==> config.mk <==
export PLATFORM = sky130hd
export DESIGN_NAME = wdog_top
export DESIGN_NICKNAME = d
export VERILOG_FILES = /design/src/rtl/wdog_pkg.sv /design/src/rtl/wdog_ctrl.sv /design/src/rtl/wdog_div.sv /design/src/rtl/wdog_count.sv /design/src/rtl/wdog_top.sv
export SDC_FILE = /design/constraint.sdc
export NUM_CORES = 1
export LEC_CHECK = 0
export ABC_CLOCK_PERIOD_IN_PS = 3400
export BUFFER_PORTS_ARGS = -buffer_cell sky130_fd_sc_hd__buf_2
export CAP_MARGIN = 20
export CORE_AREA = 2 2 67 69
export CTS_CLUSTER_SIZE = 16
export DETAILED_ROUTE_END_ITERATION = 10
export DIE_AREA = 0 0 69 71
export PLACE_DENSITY = 0.67
export SLEW_MARGIN = 20
export SYNTH_ARGS = -nofsm -noshare
export SYNTH_HDL_FRONTEND = slang
export SYNTH_SLANG_ARGS = --single-unit
==> constraint.sdc <==
create_clock -name clk -period 3.4 [get_ports clk]
set_clock_uncertainty 0.1 [all_clocks]
set_input_delay 0.17 -clock clk [delete_from_list [all_inputs] [get_ports clk]]
set_output_delay 0.17 -clock clk [all_outputs]
set_load 0.02 [all_outputs]
==> src/rtl/wdog_pkg.sv <==
package wdog_pkg;

  // widest prescaler divide is 2^8
  localparam int PRE_W = 8;

  typedef struct packed {
    logic       en;
    logic       clr;
    logic       idle_run;
    logic [2:0] ps;
  } ctl_t;

  // log2 of the prescaler divide; the low half of the code has its two
  // lower bits swapped relative to the divide order
  function automatic logic [3:0] ps_exp(input logic [2:0] sel);
    if (sel[2]) return 4'd5 + {2'b00, sel[1:0]};
    else        return 4'd1 + {2'b00, sel[0], sel[1]};
  endfunction

endpackage

==> src/rtl/wdog_ctrl.sv <==
module wdog_ctrl
  import wdog_pkg::*;
(
  input  logic       clk,
  input  logic       rst,
  input  logic       wr_en,
  input  logic [7:0] wr_data,
  input  logic       base_tick,
  output ctl_t       cfg,
  output logic       restart,
  output logic [7:0] rd_data
);

  logic [1:0] unused_gap;
  assign unused_gap = wr_data[4:3];

  // a new prescaler code restarts only the prescaler
  assign restart = wr_en && (wr_data[2:0] != cfg.ps);

  always_ff @(posedge clk) begin
    if (rst) begin
      cfg <= '0;
    end else if (wr_en) begin
      cfg.en       <= wr_data[7];
      cfg.clr      <= wr_data[6];
      cfg.idle_run <= wr_data[5];
      cfg.ps       <= wr_data[2:0];
    end else if (cfg.clr && base_tick) begin
      cfg.clr <= 1'b0;
    end
  end

  assign rd_data = {cfg.en, cfg.clr, cfg.idle_run, 2'b00, cfg.ps};

  // a pending clear is dropped at the machine-cycle tick
  p_clr_drop_r3: assert property (@(posedge clk) disable iff (rst)
    cfg.clr && base_tick && !wr_en |=> !cfg.clr);

endmodule

==> src/rtl/wdog_div.sv <==
module wdog_div
  import wdog_pkg::*;
#(
  parameter int BASE_DIV = 12
) (
  input  logic       clk,
  input  logic       rst,
  input  logic       osc_en,
  input  logic       run,
  input  logic       clr_go,
  input  logic       restart,
  input  logic [2:0] ps,
  output logic       base_tick,
  output logic       pre_tick
);

  localparam int BASE_W = (BASE_DIV > 1) ? $clog2(BASE_DIV) : 1;

  generate
    if (BASE_DIV > 1) begin : g_base
      localparam logic [BASE_W-1:0] LAST = BASE_W'(BASE_DIV - 1);
      logic [BASE_W-1:0] base_q;
      always_ff @(posedge clk) begin
        if (rst)          base_q <= '0;
        else if (osc_en)  base_q <= (base_q == LAST) ? '0 : base_q + 1'b1;
      end
      assign base_tick = osc_en && (base_q == LAST);
    end else begin : g_nobase
      assign base_tick = osc_en;
    end
  endgenerate

  logic [PRE_W-1:0] pre_q;
  logic [PRE_W-1:0] lim_m1;
  logic             run_tick;

  assign lim_m1   = ~({PRE_W{1'b1}} << ps_exp(ps));
  assign run_tick = base_tick && run;
  assign pre_tick = run_tick && (pre_q == lim_m1) && !clr_go;

  always_ff @(posedge clk) begin
    if (rst || clr_go || restart) pre_q <= '0;
    else if (run_tick)            pre_q <= (pre_q == lim_m1) ? '0 : pre_q + 1'b1;
  end

  // the prescaler never runs past the selected divide
  p_pre_bound_r4: assert property (@(posedge clk) disable iff (rst)
    pre_q <= lim_m1);

  // gated off in idle, the prescaler holds
  p_idle_hold_r6: assert property (@(posedge clk) disable iff (rst)
    !run && !clr_go && !restart |=> $stable(pre_q));

endmodule

==> src/rtl/wdog_count.sv <==
module wdog_count #(
  parameter int CNT_W   = 14,
  parameter int RST_LEN = 16
) (
  input  logic clk,
  input  logic rst,
  input  logic blk_rst,
  input  logic pre_tick,
  input  logic clr_go,
  input  logic en,
  output logic wdt_rst
);

  localparam int RCNT_W = $clog2(RST_LEN + 1);

  logic [CNT_W-1:0]  cnt_q;
  logic [RCNT_W-1:0] rcnt_q;
  logic              wrap;

  assign wrap = pre_tick && (&cnt_q);

  always_ff @(posedge clk) begin
    if (blk_rst || clr_go) cnt_q <= '0;
    else if (pre_tick)     cnt_q <= cnt_q + 1'b1;
  end

  always_ff @(posedge clk) begin
    if (rst) begin
      wdt_rst <= 1'b0;
      rcnt_q  <= '0;
    end else if (wdt_rst) begin
      if (rcnt_q == '0) wdt_rst <= 1'b0;
      else              rcnt_q  <= rcnt_q - 1'b1;
    end else if (wrap && en) begin
      wdt_rst <= 1'b1;
      rcnt_q  <= RCNT_W'(RST_LEN - 1);
    end
  end

  // an armed wrap raises the pulse on the next cycle
  p_wrap_fires_r4: assert property (@(posedge clk) disable iff (rst)
    en && wrap && !wdt_rst && !blk_rst |=> wdt_rst);

  // the pulse holds while its length counter is nonzero
  p_pulse_hold_r7: assert property (@(posedge clk) disable iff (rst)
    wdt_rst && (rcnt_q != '0) |=> wdt_rst);

endmodule

==> src/rtl/wdog_top.sv <==
module wdog_top
  import wdog_pkg::*;
#(
  parameter int BASE_DIV = 12,
  parameter int CNT_W    = 14,
  parameter int RST_LEN  = 16
) (
  input  logic       clk,
  input  logic       rst,
  input  logic       osc_en,
  input  logic       idle,
  input  logic       wr_en,
  input  logic [7:0] wr_data,
  output logic [7:0] rd_data,
  output logic       wdt_rst
);

  ctl_t cfg;
  logic restart, base_tick, pre_tick, clr_go, run, blk_rst;

  // the pulse holds the block at its defaults
  assign blk_rst = rst || wdt_rst;
  assign run     = !idle || cfg.idle_run;
  assign clr_go  = cfg.clr && base_tick;

  wdog_ctrl u_ctrl (
    .clk(clk), .rst(blk_rst), .wr_en(wr_en), .wr_data(wr_data),
    .base_tick(base_tick), .cfg(cfg), .restart(restart), .rd_data(rd_data)
  );

  wdog_div #(.BASE_DIV(BASE_DIV)) u_div (
    .clk(clk), .rst(blk_rst), .osc_en(osc_en), .run(run), .clr_go(clr_go),
    .restart(restart), .ps(cfg.ps), .base_tick(base_tick), .pre_tick(pre_tick)
  );

  wdog_count #(.CNT_W(CNT_W), .RST_LEN(RST_LEN)) u_cnt (
    .clk(clk), .rst(rst), .blk_rst(blk_rst), .pre_tick(pre_tick),
    .clr_go(clr_go), .en(cfg.en), .wdt_rst(wdt_rst)
  );

  // disarmed, no pulse can start
  p_quiet_disarmed_r5: assert property (@(posedge clk) disable iff (rst)
    !cfg.en && !wdt_rst |=> !wdt_rst);

  // the register is back at defaults once the pulse ends
  p_defaults_after_r7: assert property (@(posedge clk) disable iff (rst)
    $fell(wdt_rst) |-> rd_data == 8'h00);

endmodule

==> results.toml, run 1 <==
[final_layout]
post_route_cells_drive_above_1_share_pct = 13.9
fin_nets = 279
antenna_cells = 0
stdcell_area_um2 = 2360
areaGrowthSynthToFinish_pct = 12.3
fill_cells = 400
seq_area_um2 = 761
multi_input_comb_area_um2 = 1250

[place]
globalplace.congestion = 0.857
postPlaceCellArea_um2 = 2220
pre_cts_slack_ns = 0.309
io_buffers = 17
hpwl_um = 2750

[synth]
synth.most_common_cell = "dfxtp_1"
synth_area_um2 = 2100
synth_sequential_area_ratio_pct = 36.2
synthDistinctLibCells = 49
avgSynthCellArea_um2 = 8.65
async_flop_share_pct = 0
edff_count_synth = 0
ys_top_cells_by_count = "dfxtp_1, nand2_1, nor2_1"
synth.top_cells.by_area = "dfxtp_1, mux2i_1, ha_1"
synth_top_cell_area_share_pct = 36.2
synthDominantAreaCellType = "dfxtp_1"
ys.flop_type = "dfxtp_1"
yosysWarningCount = 0
syn_inst = 243
synth.ff_latch_count = 38

[timing]
fin_tns_setup_ns = 0
period_minus_slack_ns = 3.08
setup_violations = 0
hold_slack_ns = 0.0199
finalHoldViolations = 0
tightest_slew_ns = 0.696
clock.fmax_mhz = 325
timing.slew.headroom_pct = 53.4
finalCritPeriodShare_pct = 90.4
slew_violations = 0
worst_path_setup_slack_after_routing_ns = 0.325
grt_setup_unrepaired = "no"

[global_route]
global_route.usage.total_pct = 16.9
largest_net_degree_at_the_start_of_global_routing = 30
grt_pass1_wl_um = 6830
grt_pass1_vias = 1544
antenna_found_initial = 0
grt_overflow_total = 0

[critical_path]
timing.critical_path.from_type = "flop"
cp_data_required_time_ns = 3.51
endpoint_kind_of_the_worst_setup_timing_path = "flop"
timing.critical_path.fanout_max = 6
critPathKind = "reg2reg"
arrival_ns = 3.18

[die]
die_area_um2 = 4900
core_area_um2 = 4200
rows = 24
chipHeight_um = 71
fp.dieW_um = 69
floorplan.io_pins = 22
start_util_pct = 50.0

[clock_network]
cts_buffers = 5
post_cts_resize_count = 0
cts_htree_levels = 2
cts_root_buffer = "clkbuf_8"
worst_path_clk_slew_ns = 0.08
cts_setup_buffers = 0
clkSinkCount = 38
ctsLongestPathBuffers = 2
holdBufCountCts = 0
clk-insertion-delay-late_ns = 0.29
tritoncts = "done"

[drt]
first_iter_violations = 67
wl_um = 3780
vias_per_cell = 5.33
route.vias.total = 1659
detail_route.drc_violations = 0
wl_per_cell_um = 12.1
postRouteAntennaNets = 0
total_iterations_of_the_first_detailed_routing_run = 4

[power_and_ir_drop]
power_density_nw_per_um2 = 425
p_leak_uw = 0.000951
fin_total_pwr_uw = 1000
irDropWorstVdd_mv = 0.381

[worst_hold_path]
worstHoldPathType = "in2reg"

[job]
timing.max_cap.violations = 0

[run_status]
status = "complete, no violations"
layout by cell type, fill, tap and decap left out, types with 2 or more instances in the layout:
master	count
and3_1	2
and4_1	2
nor2_1	24
buf_2	17
ha_1	8
conb_1	2
clkbuf_8	6
nand2_1	26
nor4_1	5
o211ai_1	2
buf_4	4
nand2b_1	13
inv_1	7
xor2_1	8
dfxtp_1	38
a21o_1	2
xnor2_1	9
a31oi_1	3
mux2i_1	20
or4_1	2
nor3_1	9
a21oi_1	6
nand3_1	6
bufinv_16	2
a2111o_1	2
nand4_1	10
routing by layer:
metal	vias up	global-route usage, %	part of all wire [%]	wire length, um
met1	739	22.4	52	1950
met5	-	0	0	0
li1	893	-	-	-
met2	23	26.2	44	1680
met4	0	7.41	0.61	23
met3	4	4.13	3.3	123
flip-flops by register name, indices dropped and copies added, names as in the netlist:
register	cells
u_cnt.cnt_q	14
u_div.pre_q	8
u_ctrl.cfg	6
u_cnt.rcnt_q	5
u_div.g_base.base_q	4
u_cnt.wdt_rst	1
cells by family after synthesis:
group                      count (synthesis)  synth area share, %
buffers and inverters                     21                 4.65
other                                      1                0.179
DFF                                       38                 36.2
and+or+nand+nor                          108                 26.4
adders and majority gates                  8                 4.76
muxes                                     21                 10.1
xor gates and xnor gates                  17                 7.09
AOI/OAI and AO/OA                         29                 10.7
layout make-up:
class,instances,share of cell area (%)
flip-flops and latches,38,32.2
clock inverters,2,2.55
inverters,7,1.11
multi-input cells,185,53.0
well taps,52,2.76
clock buffers,6,3.50
repair buffers,21,4.88
report_power, final:
group | switching, uW | total [uW] | internal [uW]
combinational | 46.2 | 76.8 | 30.6
clock | 155 | 468 | 313
sequential | 7.71 | 459 | 452
critical path, stage by stage (launching register included):
cell and delay, ns:
dfxtp_1 0.45, ha_1 0.22, inv_1 0.05, ha_1 0.36, o21bai_1 0.08, a2111o_1 0.43
a2111o_1 0.39, or4_1 0.65, a221oi_2 0.27
per-stage QoR:
| stage | std cells | util (%) |
|---|---|---|
| after floorplan | 244 | - |
| final | 311 | 56.1 |
| after global routing | 311 | 56.1 |
| after global placement | 303 | 52.7 |
| after detailed placement | 303 | 52.7 |
| after CTS | 311 | 56.1 |
final timing paths:
| kind | from | depth (start not counted) | to | slack [ns] |
|---|---|---|---|---|
| worst max-delay path | u_ctrl.cfg[1] | 8 | u_cnt.rcnt_q[2] | 0.32 |
| worst min-delay path | wr_data[7] | 3 | u_ctrl.cfg[5] | 0.02 |
| worst max register to register | u_ctrl.cfg[1] | 8 | u_cnt.rcnt_q[2] | 0.32 |
| worst min register to register | u_cnt.cnt_q[3] | 2 | u_cnt.cnt_q[3] | 0.37 |
Power figures use the tool's default switching activity.
==> run 2, diff against run 1 <==
--- a/config.mk
+++ b/config.mk
@@ -8,11 +8,14 @@
 export ABC_CLOCK_PERIOD_IN_PS = 3400
 export BUFFER_PORTS_ARGS = -buffer_cell sky130_fd_sc_hd__buf_2
 export CAP_MARGIN = 20
-export CORE_AREA = 2 2 67 69
+export CELL_PAD_IN_SITES_DETAIL_PLACEMENT = 0
+export CELL_PAD_IN_SITES_GLOBAL_PLACEMENT = 1
+export CORE_AREA = 2 2 73 75
 export CTS_CLUSTER_SIZE = 16
 export DETAILED_ROUTE_END_ITERATION = 10
-export DIE_AREA = 0 0 69 71
-export PLACE_DENSITY = 0.67
+export DIE_AREA = 0 0 75 77
+export PLACE_DENSITY = 0.73
+export SKIP_LAST_GASP = 1
 export SLEW_MARGIN = 20
 export SYNTH_ARGS = -nofsm -noshare
 export SYNTH_HDL_FRONTEND = slang
==> run 2 against run 1 <==
Net effect:
- register-to-register slack worse by 0.03 ns
- design area grew 1.4%
- global-route usage down 1.6 points
- wire length up 8.6%
- total power rose by 1.3%
- critical path depth did not move
- flip-flop and latch count stayed put
- first-iteration DRC count unchanged
- core utilization is 8.1 points lower
- via count increased by 1.4%
- sequential power about the same
- critical path type unchanged
- largest cell class unchanged
- largest power group unchanged
- highest routed layer unchanged
==> results.toml, run 2 (synthesized netlist as in run 1, its figures left out) <==
[final_layout]
register_ranked_first_by_flip_flop_count = "u_cnt.cnt_q"
areaGrowthSynthToFinish_pct = 13.9
reg.largest.list = "u_cnt.cnt_q (14), u_div.pre_q (8), u_ctrl.cfg (6)"
antenna_cells = 0
final_cell_mix = "dfxtp_1, nand2_1, nor2_1"
final_core_density_pct = 48.1
post_route_cells_drive_above_1_share_pct = 13.8
final_cell_count_without_fillers = 330
final_common_cell = "dfxtp_1"
largest_reg_flops = 14
fin_nets = 280

[critical_path]
arrival_ns = 3.22
timing.critical_path.fanout_max = 6
cp_data_required_time_ns = 3.52
endpoint_kind_of_the_worst_setup_timing_path = "flop"
timing.rr.start = "u_ctrl.cfg[1]"
cp-startpoint = "u_ctrl.cfg[1]"
timing.critical_path.from_type = "flop"
critPathKind = "reg2reg"

[place]
hpwl_um = 2880
io_buffers = 17
globalplace.congestion = 0.752
placed_cells_incl_taps = 321
pre_cts_slack_ns = 0.308

[job]
timing.max_cap.violations = 0

[clock_network]
cts_buffers = 5
worst_path_clk_slew_ns = 0.07
ctsLongestPathBuffers = 2
cts_htree_levels = 2
cts_root_buffer = "clkbuf_8"
tritoncts = "done"
clk-insertion-delay-late_ns = 0.30
clkSinkCount = 38
post_cts_resize_count = 0

[timing]
finalHoldViolations = 0
clock.fmax_mhz = 322
setup_violations = 0
timing.slew.headroom_pct = 56.5
period_minus_slack_ns = 3.11
fin_tns_setup_ns = 0
slew_violations = 0
finalCritPeriodShare_pct = 91.4
grt_setup_unrepaired = "no"
tightest_slew_ns = 0.644
worst_path_setup_slack_after_routing_ns = 0.292

[die]
chipHeight_um = 77
floorplan.io_pins = 22
fp.dieW_um = 75
rows = 26
start_util_pct = 42.2
core_area_um2 = 4980
die_area_um2 = 5780

[power_and_ir_drop]
clockPowerShare_pct = 47.0
cell_internal_pwr_uw = 797
netSwitchingFraction_pct = 21.6
fin_total_pwr_uw = 1020
p_sw_uw = 220
power_density_nw_per_um2 = 425
seqPwrFrac_pct = 45.2
irDropWorstVdd_mv = 0.390
p_comb_share_pct = 7.9
p_leak_uw = 0.000954

[global_route]
grt_pass1_wl_um = 6820
antenna_found_initial = 0
largest_net_degree_at_the_start_of_global_routing = 30
grt_pass1_vias = 1517
global_route.usage.total_pct = 15.2
grt_overflow_total = 0

[worst_hold_path]
hold_path_startpoint = "wr_data[6]"
worstHoldPathType = "in2reg"

[drt]
route.vias.total = 1683
vias_per_cell = 5.10
first_iter_violations = 67
total_iterations_of_the_first_detailed_routing_run = 4
postRouteAntennaNets = 0
detail_route.drc_violations = 0
wl_per_cell_um = 12.4
wl_um = 4100

[run_status]
status = "complete, no violations"
==> run 2: cell types whose count changed in the layout (fill, tap and decap cells not counted) <==
cell / delta
dlygate4sd3_1: +1
==> run 2: layer usage <==
metal | GRT usage, % | vias up | share of wire (%)
li1 | - | 889 | -
met1 | 20.8 | 767 | 53
met2 | 22.0 | 19 | 42
met3 | 3.68 | 8 | 3.1
met4 | 7.50 | 0 | 2.1
met5 | 0 | - | 0
==> run 2: area by class of cell <==
| cell class | count | area, um2 |
|---|---|---|
| well taps | 70 | 87.6 |
| fillers | 510 | 2580 |
| flip-flops and latches | 38 | 761 |
| multi-input cells | 185 | 1250 |
| clock buffers | 6 | 82.6 |
| clock inverters | 2 | 60.1 |
| inverters | 7 | 26.3 |
| repair buffers | 22 | 125 |
==> run 2: worst max-delay path, cell delays in order (launching register included) <==
cell and delay [ns]:
dfxtp_1 0.47, ha_1 0.22, inv_1 0.05, ha_1 0.36, o21bai_1 0.08, a2111o_1 0.42, a2111o_1 0.40, or4_1 0.66
a221oi_2 0.27
==> run 2: per-stage QoR <==
step	hold slack, ns	instance area [um2]
2_1_floorplan	0.136	2100
3_5_place_dp	0.316	2240
3_3_place_gp	0.306	2240
6_report	0.0102	2390
5_1_grt	0.0276	2390
4_1_cts	0.00135	2380
==> run 2: path summary, 6_finish.rpt <==
| kind | end | slack [ns] | depth (start not counted) |
|---|---|---|---|
| setup / recovery | u_cnt.rcnt_q[2] | 0.29 | 8 |
| hold reg to reg | u_cnt.cnt_q[3] | 0.37 | 2 |
| hold / removal | u_ctrl.cfg[4] | 0.01 | 3 |
| setup reg to reg | u_cnt.rcnt_q[2] | 0.29 | 8 |
==> run 2: repair_timing <==
item | CTS | global route
hold buffers | 0 | 1
buffers inserted | 0 | 0
hold endpoints to repair | 0 | 1
==> run 2: power by group through the flow <==
| stage | Combinational, uW | Clock (uW) | Sequential [uW] |
|---|---|---|---|
| after detailed placement | 78.6 | 0 | 470 |
| after global placement | 78.3 | 0 | 470 |
| after global routing | 89.5 | 505 | 461 |
| after floorplan | 54.8 | 0 | 472 |
| after CTS | 79.6 | 487 | 459 |
| final | 79.9 | 477 | 459 |
